[config.mk]
export PLATFORM = sky130hd
export DESIGN_NAME = adc_frame_reader
export DESIGN_NICKNAME = d
export VERILOG_FILES = /design/src/rtl/adc_frame_pkg.sv /design/src/rtl/sck_tick_gen.sv /design/src/rtl/frame_shift_ctrl.sv /design/src/rtl/frame_field_decode.sv /design/src/rtl/adc_frame_reader.sv
export SDC_FILE = /design/constraint.sdc
export NUM_CORES = 1
export LEC_CHECK = 0
export BUFFER_PORTS_ARGS = -buffer_cell sky130_fd_sc_hd__buf_2
export CAP_MARGIN = 20
export CORE_AREA = 2 2 95 106
export DETAILED_ROUTE_END_ITERATION = 12
export DIE_AREA = 0 0 97 108
export PLACE_DENSITY = 0.74
export SLEW_MARGIN = 10
export SYNTH_ARGS = -nofsm -noshare
export SYNTH_HDL_FRONTEND = slang
export SYNTH_SLANG_ARGS = --single-unit
[constraint.sdc]
create_clock -name clk -period 6.2 [get_ports clk]
set_input_delay 0.93 -clock clk [delete_from_list [all_inputs] [get_ports clk]]
set_output_delay 0.93 -clock clk [all_outputs]
set_load 0.01 [all_outputs]
[src/rtl/adc_frame_pkg.sv]
// Package: shared state encoding for the serial ADC frame reader.
// Assumes: the frame is status(3) + result + sub-LSB bits.
package adc_frame_pkg;
    typedef enum logic [1:0] {
        ST_IDLE  = 2'd0,
        ST_POLL  = 2'd1,
        ST_SHIFT = 2'd2,
        ST_TAIL  = 2'd3
    } rd_state_t;

    typedef struct packed {
        logic over;
        logic under;
        logic ferr;
        logic valid;
    } range_flags_t;
endpackage

[src/rtl/sck_tick_gen.sv]
// Module: sck_tick_gen
// Emits one tick every half_div+1 clocks while run is high. The count
// restarts from zero whenever run is low.
// Assumes: half_div is held constant while run is high.
module sck_tick_gen #(
    parameter int DIV_W = 8
) (
    input  logic             clk,
    input  logic             rst_n,
    input  logic             run,
    input  logic [DIV_W-1:0] half_div,
    output logic             tick
);
    logic [DIV_W-1:0] cnt_q;

    assign tick = run && (cnt_q == half_div);

    // Phase counter: counts clocks within the current SCK half-period.
    always_ff @(posedge clk) begin
        if (!rst_n || !run || tick) cnt_q <= '0;
        else                        cnt_q <= cnt_q + 1'b1;
    end

    // the phase counter never passes the programmed half-period.
    a_r3_phase_bound: assert property (@(posedge clk) disable iff (!rst_n)
        run |-> (cnt_q <= half_div));
endmodule

[src/rtl/frame_shift_ctrl.sv]
// Module: frame_shift_ctrl
// Sequencer: asserts chip select, polls the busy flag on sdo, shifts in
// FRAME_W bits on the rising SCK edges, then holds SCK low for one
// half-period before releasing chip select.
// Assumes: sdo is already synchronous to clk.
module frame_shift_ctrl
    import adc_frame_pkg::*;
#(
    parameter int FRAME_W  = 32,
    parameter int DIV_W    = 8,
    parameter int POLL_MAX = 4096
) (
    input  logic               clk,
    input  logic               rst_n,
    input  logic               start,
    input  logic [DIV_W-1:0]   half_div,
    input  logic               sdo,
    input  logic               tick,
    output logic               run,
    output logic [DIV_W-1:0]   div_q,
    output logic               cs_n,
    output logic               sck,
    output logic [FRAME_W-1:0] frame,
    output logic               frame_done,
    output logic               poll_to
);
    localparam int BIT_W  = $clog2(FRAME_W + 1);
    localparam int POLL_W = $clog2(POLL_MAX + 1);

    rd_state_t         st_q;
    logic [BIT_W-1:0]  bitcnt_q;
    logic [POLL_W-1:0] poll_q;

    assign run = (st_q == ST_SHIFT) || (st_q == ST_TAIL);

    // Main sequencer: state, chip select, SCK, shift register, poll count.
    always_ff @(posedge clk) begin
        if (!rst_n) begin
            st_q       <= ST_IDLE;
            cs_n       <= 1'b1;
            sck        <= 1'b0;
            frame      <= '0;
            bitcnt_q   <= '0;
            poll_q     <= '0;
            div_q      <= '0;
            frame_done <= 1'b0;
            poll_to    <= 1'b0;
        end else begin
            frame_done <= 1'b0;
            poll_to    <= 1'b0;
            case (st_q)
                ST_IDLE: begin
                    if (start) begin
                        st_q     <= ST_POLL;
                        cs_n     <= 1'b0;
                        poll_q   <= '0;
                        bitcnt_q <= '0;
                        div_q    <= half_div;
                    end
                end
                ST_POLL: begin
                    if (!sdo) begin
                        st_q <= ST_SHIFT;
                    end else if (poll_q == POLL_W'(POLL_MAX - 1)) begin
                        st_q    <= ST_IDLE;
                        cs_n    <= 1'b1;
                        poll_to <= 1'b1;
                    end else begin
                        poll_q <= poll_q + 1'b1;
                    end
                end
                ST_SHIFT: begin
                    if (tick) begin
                        if (!sck) begin
                            sck      <= 1'b1;
                            frame    <= {frame[FRAME_W-2:0], sdo};
                            bitcnt_q <= bitcnt_q + 1'b1;
                        end else begin
                            sck <= 1'b0;
                            if (bitcnt_q == BIT_W'(FRAME_W)) st_q <= ST_TAIL;
                        end
                    end
                end
                ST_TAIL: begin
                    if (tick) begin
                        st_q       <= ST_IDLE;
                        cs_n       <= 1'b1;
                        frame_done <= 1'b1;
                    end
                end
                default: st_q <= ST_IDLE;
            endcase
        end
    end

    // SCK stays low while the busy flag is being polled.
    a_r2_sck_idle_in_poll: assert property (@(posedge clk) disable iff (!rst_n)
        (st_q == ST_POLL) |-> !sck);
    // SCK only toggles while chip select is asserted.
    a_r10_sck_needs_cs: assert property (@(posedge clk) disable iff (!rst_n)
        sck |-> !cs_n);
    // never more than FRAME_W rising edges in one frame.
    a_r3_bit_bound: assert property (@(posedge clk) disable iff (!rst_n)
        bitcnt_q <= BIT_W'(FRAME_W));
    // the poll count stays below its limit.
    a_r8_poll_bound: assert property (@(posedge clk) disable iff (!rst_n)
        (st_q == ST_POLL) |-> (poll_q < POLL_W'(POLL_MAX)));
endmodule

[src/rtl/frame_field_decode.sv]
// Module: frame_field_decode
// Pure decode of a captured frame. It produces the saturated, sign-extended
// result, the sub-LSB field and the range/error flags.
// Assumes: FRAME_W == RES_W + SUB_W + 3 and OUT_W > RES_W.
module frame_field_decode
    import adc_frame_pkg::*;
#(
    parameter int RES_W = 24,
    parameter int SUB_W = 5,
    parameter int OUT_W = 32,
    localparam int FRAME_W = RES_W + SUB_W + 3
) (
    input  logic [FRAME_W-1:0] frame,
    output logic [OUT_W-1:0]   result,
    output logic [SUB_W-1:0]   sub_lsb,
    output range_flags_t       flags
);
    localparam int MSB_POS = SUB_W + RES_W - 1;
    localparam int SIG_POS = MSB_POS + 1;
    localparam int DMY_POS = SIG_POS + 1;

    logic [RES_W-1:0] code;
    logic             sig, msb, dmy;

    assign code    = frame[MSB_POS:SUB_W];
    assign sub_lsb = frame[SUB_W-1:0];
    assign sig     = frame[SIG_POS];
    assign msb     = frame[MSB_POS];
    assign dmy     = frame[DMY_POS];

    // Range decode and saturation of the result word.
    always_comb begin
        flags.over  = sig & msb;
        flags.under = ~sig & ~msb;
        flags.ferr  = dmy;
        flags.valid = ~dmy & (sig ^ msb);
        if (flags.over)
            result = OUT_W'(signed'({1'b0, {(RES_W-1){1'b1}}}));
        else if (flags.under)
            result = OUT_W'(signed'({1'b1, {(RES_W-1){1'b0}}}));
        else
            result = OUT_W'(signed'(code));
    end
endmodule

[src/rtl/adc_frame_reader.sv]
// Module: adc_frame_reader (top)
// Host-side reader for a 32-bit converter result frame. It connects the
// tick generator, the sequencer and the decoder, and registers the decoded
// fields together with the done strobe.
// Assumes: sdo is synchronous to clk; half_div is stable while start is high.
module adc_frame_reader
    import adc_frame_pkg::*;
#(
    parameter int RES_W    = 24,
    parameter int SUB_W    = 5,
    parameter int OUT_W    = 32,
    parameter int DIV_W    = 8,
    parameter int POLL_MAX = 4096
) (
    input  logic             clk,
    input  logic             rst_n,
    input  logic             start,
    input  logic [DIV_W-1:0] half_div,
    input  logic             sdo,
    output logic             cs_n,
    output logic             sck,
    output logic [OUT_W-1:0] result,
    output logic [SUB_W-1:0] sub_lsb,
    output logic             overrange,
    output logic             underrange,
    output logic             frame_err,
    output logic             valid,
    output logic             timeout,
    output logic             done
);
    localparam int FRAME_W = RES_W + SUB_W + 3;

    logic               tick, run, frame_done, poll_to;
    logic [DIV_W-1:0]   div_q;
    logic [FRAME_W-1:0] frame;
    logic [OUT_W-1:0]   dec_result;
    logic [SUB_W-1:0]   dec_sub;
    range_flags_t       dec_flags;

    sck_tick_gen #(.DIV_W(DIV_W)) u_tick (
        .clk(clk), .rst_n(rst_n), .run(run), .half_div(div_q), .tick(tick)
    );

    frame_shift_ctrl #(.FRAME_W(FRAME_W), .DIV_W(DIV_W), .POLL_MAX(POLL_MAX)) u_ctrl (
        .clk(clk), .rst_n(rst_n), .start(start), .half_div(half_div),
        .sdo(sdo), .tick(tick), .run(run), .div_q(div_q),
        .cs_n(cs_n), .sck(sck), .frame(frame),
        .frame_done(frame_done), .poll_to(poll_to)
    );

    frame_field_decode #(.RES_W(RES_W), .SUB_W(SUB_W), .OUT_W(OUT_W)) u_dec (
        .frame(frame), .result(dec_result), .sub_lsb(dec_sub), .flags(dec_flags)
    );

    // Output registers: load on frame completion or timeout, otherwise hold.
    always_ff @(posedge clk) begin
        if (!rst_n) begin
            result     <= '0;
            sub_lsb    <= '0;
            overrange  <= 1'b0;
            underrange <= 1'b0;
            frame_err  <= 1'b0;
            valid      <= 1'b0;
            timeout    <= 1'b0;
            done       <= 1'b0;
        end else if (frame_done) begin
            result     <= dec_result;
            sub_lsb    <= dec_sub;
            overrange  <= dec_flags.over;
            underrange <= dec_flags.under;
            frame_err  <= dec_flags.ferr;
            valid      <= dec_flags.valid;
            timeout    <= 1'b0;
            done       <= 1'b1;
        end else if (poll_to) begin
            overrange  <= 1'b0;
            underrange <= 1'b0;
            frame_err  <= 1'b0;
            valid      <= 1'b0;
            timeout    <= 1'b1;
            done       <= 1'b1;
        end else begin
            done       <= 1'b0;
        end
    end

    // done lasts one clock.
    a_r9_done_pulse: assert property (@(posedge clk) disable iff (!rst_n)
        done |=> !done);
    // fields only change on the clock that raises done.
    a_r9_fields_hold: assert property (@(posedge clk) disable iff (!rst_n)
        !done |-> ($stable(result) && $stable(sub_lsb) && $stable(valid)));
    // over- and underrange are never reported together.
    a_r6_range_exclusive: assert property (@(posedge clk) disable iff (!rst_n)
        !(overrange && underrange));
    // a timeout is reported only after chip select is released.
    a_r8_timeout_released: assert property (@(posedge clk) disable iff (!rst_n)
        (done && timeout) |-> cs_n);
    // a valid frame carries no range or framing error.
    a_r11_valid_clean: assert property (@(posedge clk) disable iff (!rst_n)
        valid |-> !(overrange || underrange || frame_err || timeout));
endmodule

---- Word level (Yosys, flattened, before mapping) ----
Cells that the tools add are included.
word-level totals
  register bits ........................... 115
  bits of input ports ..................... 12
  output and inout bits ................... 45
  logic and storage cells ................. 100
operators by class
  add/subtract/negate cells ............... 3
  equal/unequal tests ..................... 16
  muxes and demuxes ....................... 33
  bitwise logic cells ..................... 9
  reduce and logical (&&, ||, !) cells .... 21
operators by type and width
  kind                     count
  $mux W32                 2
  $mux W13                 3
  $pmux W13 S2             1
  $mux W6                  3
  $mux W1                  14
  $mux W2                  7
  $ne A2 B2 Y1 const B     7
  $add A13 B1 Y13 const B  1
  $eq A13 B12 Y1 const B   1
  $pmux W6 S2              1
  $add A8 B1 Y8 const B    1
  $eq A8 B8 Y1             1
  $pmux W2 S4              1
  $reduce_and A4 Y1        2
  $add A6 B1 Y6 const B    1
  $eq A6 B6 Y1 const B     1
  $reduce_and A2 Y1        3
  $reduce_and A3 Y1        2
  $reduce_and A6 Y1        1
  $reduce_bool A2 Y1       3
  $not A1 Y1               5
  $reduce_and A5 Y1        1
  $eq A2 B2 Y1 const B     2
  $ne A2 B1 Y1 const B     2
  11 further kinds         16

---- Depth between registers and ports, before layout ----
  depth in word-level cells ............... 5
  gate-level depth with buffers ........... 6
  depth with buffers taken out ............ 6

---- Modules after synthesis ----
A second synthesis with hierarchy kept.
unflattened totals
  cells, all modules ...................... 587
  area total of the unflattened synthesis .. 5302.6 sq um
by module, submodules not included
  module              times used  cells an instance  area an instance (sq um)  sequential area each (sq um)
  frame_shift_ctrl    1           348                2783.9                    1301.2
  adc_frame_reader    1           143                1634.1                    860.8
  sck_tick_gen        1           47                 475.5                     160.2
  frame_field_decode  1           49                 409.1                     0.0

---- Worst setup path after synthesis ----
Ideal clock, no wire load.
  path kind ............................... input-to-reg
  start ................................... input port sdo
  end ..................................... register u_ctrl.poll_q[4]
  library setup time ...................... 0.070 ns
  arrival time ............................ 2.190 ns
  required time ........................... 6.130 ns
  path slack .............................. 3.939 ns
  cell stages on the path ................. 5
  path buffers ............................ 1
  cell sequence ........................... mux2i_1 > or2_2 > buf_2 > or4_2 > a21oi_1
between the ends
  cells in the longest elaborated chain, start to end .. 2
RTL lines
  what                         line                    text
  start, declared              adc_frame_reader.sv:19  input logic sdo,
  $ne A2 B2 Y1 (no line)       --
  $reduce_and A4 Y1 (no line)  --
  end signal, assigned         frame_shift_ctrl.sv:69  poll_q <= poll_q + 1'b1;
  end, declared                frame_shift_ctrl.sv:32  logic [POLL_W-1:0] poll_q;
Every way passes these cells.
A chain may end at the register's enable or synchronous reset.

==> summary.txt <==
Floorplanning
  – Floorplan core area: 9310 sq um
  – Die ar.: 10500 sq um
  – Floorplan row count: 37
  – Die width: 97 um
  – Total I/O pin count: 57
  – Initial Utilization: 49.1%
  – Chip height: 108 um

Timing
  – Hold WS: 468 ps
  – Share of the clock period used by the worst path: 42.7%
  – # setup viols final: 0
  – Final WS setup: 3560 ps
  – RSZ-0062 raised after global routing: no
  – Setup tns final: 0 ps
  – Hold Vio Cnt, Final: 0
  – Max Fclk: 378 MHz
  – Slew headroom: 32.6%
  – Final slew viol count: 0
  – Final setup skew: 18.5 ps
  – Final min period: 2640 ps
  – Slew @ Worst Pin: 1000 ps

Clock network
  – CTS tree: done
  – CTS Hold Bufs: 0
  – Reg clk slew, reported paths: 110 ps
  – Postcts setup bufs: 0
  – # clock sinks: 107
  – Num CTS Buffers: 9
  – CTS root buf: clkbuf_8
  – Depth of the CTS H-tree: 3
  – Post_cts resized: 0
  – Max clock buf depth: 2
  – Clock latency on the worst-skew pair: 380 ps

Worst setup path
  – Reg2reg start: u_ctrl.st_q[0]
  – R2r worst-path depth: 4
  – Crit Path Max Fanout: 71
  – Arrival @ worst endpoint: 2950 ps
  – Reg2reg setup slack: 3850 ps
  – CP required: 6500 ps
  – Critical Path Source Type: input port
  – Reg-to-Reg End: u_ctrl.poll_q[9]
  – Crit Path Category: input port to flop
  – Crit path capture type: flop

GRT
  – Pin count of the biggest net entering global routing: 72
  – Total GRT Usage: 18.0%
  – Met2 Use GR: 31.2%
  – Busiest grt layer: met2
  – Vias in the first global route: 3475
  – Met3 usage: 2.78%
  – Initial antenna violation count: 0
  – GRT met1 Usage: 22.1%
  – Global route overflow: 0
  – First-pass GRT wire length: 15700 um

Placed design
  – Inst Count DP: 650
  – Port Buffers: 56
  – RePlAce Congestion: 0.794
  – Worst slack, placed: 3150 ps
  – HPWL after detailed placement: 6170 um

Yosys
  – Largest cells by area after synthesis: dfxtp_1 (47%), mux2i_1 (10%), nand2_1 (5.3%), a21oi_1 (4.6%), nor2_1 (4.1%)
  – Yosys top cell by area: dfxtp_1
  – Distinct cells, synth: 49
  – Seq cells post-synth: 107
  – Synth Net Count: 530
  – Number of synthesized flops with an enable pin: 0
  – Commonest register cell after synthesis: dfxtp_1
  – Register area share after synthesis: 46.9%
  – Mapped cell area: 4570 sq um
  – Top-count cell post-synth: dfxtp_1
  – Post-synth top area share: 46.9%
  – Yosys synthesis warning count: 0
  – Syn avg cell area: 8.94 sq um
  – Gate count of the mapped netlist: 511
  – Post-synthesis async set-or-reset flop share: 0%
  – Most frequent cells after synthesis: dfxtp_1 (107), nand2_1 (65), nor2_1 (50)

Power
  – Leakage Power: 2.01 nW
  – Max VDD drop: 0.130 mV
  – Pwr/cell area: 239 nW/um^2

Routing
  – Drt wl/cell: 13.7 um
  – DRT Pass-1 Iters: 5
  – Vias per inst: 5.45
  – Final wirelength: 9140 um
  – Initial DRC count: 161
  – Vias: 3630
  – DRT antenna net count: 0
  – DRC: 0

Cells and area
  – Nets: 563
  – Final Core Density: 53.9%
  – Final cell count without fillers: 666
  – Area growth from synthesis to final layout: 9.75%
  – Antenna cells: 0
  – Share of layout cells above drive strength 1: 15.8%
  – Fillers: 832

Worst hold path
  – Worst hold path depth: 2
  – Hold Path End: u_ctrl.poll_q[12]
  – HP Start: u_ctrl.poll_q[12]
  – Hold crit path type: flop to flop

Run
  – Max cap viols: 0

Run status
  – Status: completed
## power breakdown
group	switching [mW]	internal, mW	total (mW)
Sequential	0.0100	0.694	0.704
Clock	0.259	0.169	0.427
Combinational	0.0440	0.0232	0.0671
## worst max-delay path by stage
| stage | slack [ps] | startpoint | cells past startpoint | end |
|---|---|---|---|---|
| after detailed placement | 3150 | rst_n | 6 | u_ctrl.poll_q[5] |
| after global placement | 3260 | rst_n | 6 | u_ctrl.poll_q[11] |
| after floorplan | 3940 | sdo | 5 | u_ctrl.poll_q[4] |
| final | 3560 | rst_n | 6 | u_ctrl.bitcnt_q[2] |
| after global routing | 3280 | rst_n | 6 | u_ctrl.poll_q[11] |
| after CTS | 3540 | rst_n | 6 | u_ctrl.poll_q[5] |
## stage by stage
stage / power, mW / instance area (sq um)
global placement: 0.785 / 4810
global route: 1.24 / 5010
floorplan: 0.770 / 4570
detailed placement: 0.787 / 4810
finish: 1.20 / 5010
CTS: 1.21 / 5010
## cells in the final DEF (no fill, tap or decap), types with 3 or more instances in the layout
cell / count
dfxtp_1: 107
nand2_1: 65
buf_2: 56
nor2_1: 50
mux2i_1: 47
a21oi_1: 42
o21ai_0: 26
nand3_1: 19
inv_1: 13
clkbuf_8: 10
xnor2_1: 8
nor4_1: 8
nand4_1: 7
or3_1: 7
ha_1: 7
xor2_1: 6
o31ai_1: 6
nor3_1: 5
nand2b_1: 4
and2_1: 4
nor2b_1: 4
buf_4: 4
and3_1: 3
a211o_1: 3
or4_1: 3
inv_6: 3
## kinds of logic (layout without fill, tap and decap cells)
family / after synthesis / after routing / synth area share (%)
AND/OR/NAND/NOR: 193 / 193 / 20.8
flip-flops: 107 / 107 / 46.9
AO/OA/AOI/OAI: 92 / 92 / 11.7
buffers and inverters: 51 / 89 / 5.70
multiplexers: 47 / 47 / 10.3
XOR/XNOR: 14 / 14 / 2.68
adder cells (fa/ha/maj): 7 / 7 / 1.92
## sequential cells by signal, indices dropped and copies added (netlist names), named ones only
register           cells
result                24
u_ctrl.sck             1
timeout                1
valid                  1
u_ctrl.bitcnt_q        6
u_tick.cnt_q           8
u_ctrl.poll_to         1
u_ctrl.div_q           8
u_ctrl.frame          31
u_ctrl.st_q            1
done                   1
u_ctrl.cs_n            1
u_ctrl.frame_done      1
u_ctrl.poll_q         13
sub_lsb                5
underrange             1
overrange              1
frame_err              1
## area by class of cell
cell class,instances,area [sq um],share of cell area [%]
inverters,13,48.8,0.973
repair buffers,60,310,6.19
well taps,117,146,2.92
multi-input cells,353,2170,43.2
clock inverters,6,62.6,1.25
clock buffers,10,138,2.74
flip-flops and latches,107,2140,42.7
## metal layers
layer | vias up | routed length [um]
met4 | 0 | 211
met2 | 69 | 4370
met3 | 17 | 299
li1 | 1845 | -
met1 | 1699 | 4260
met5 | - | 0
## worst max-delay path, stage by stage
cell     delay [ps]
buf_2            70
buf_4           500
inv_1           580
nor2_1          580
nand2_1         100
mux2i_1         140
(Power assumes the default switching activity.)
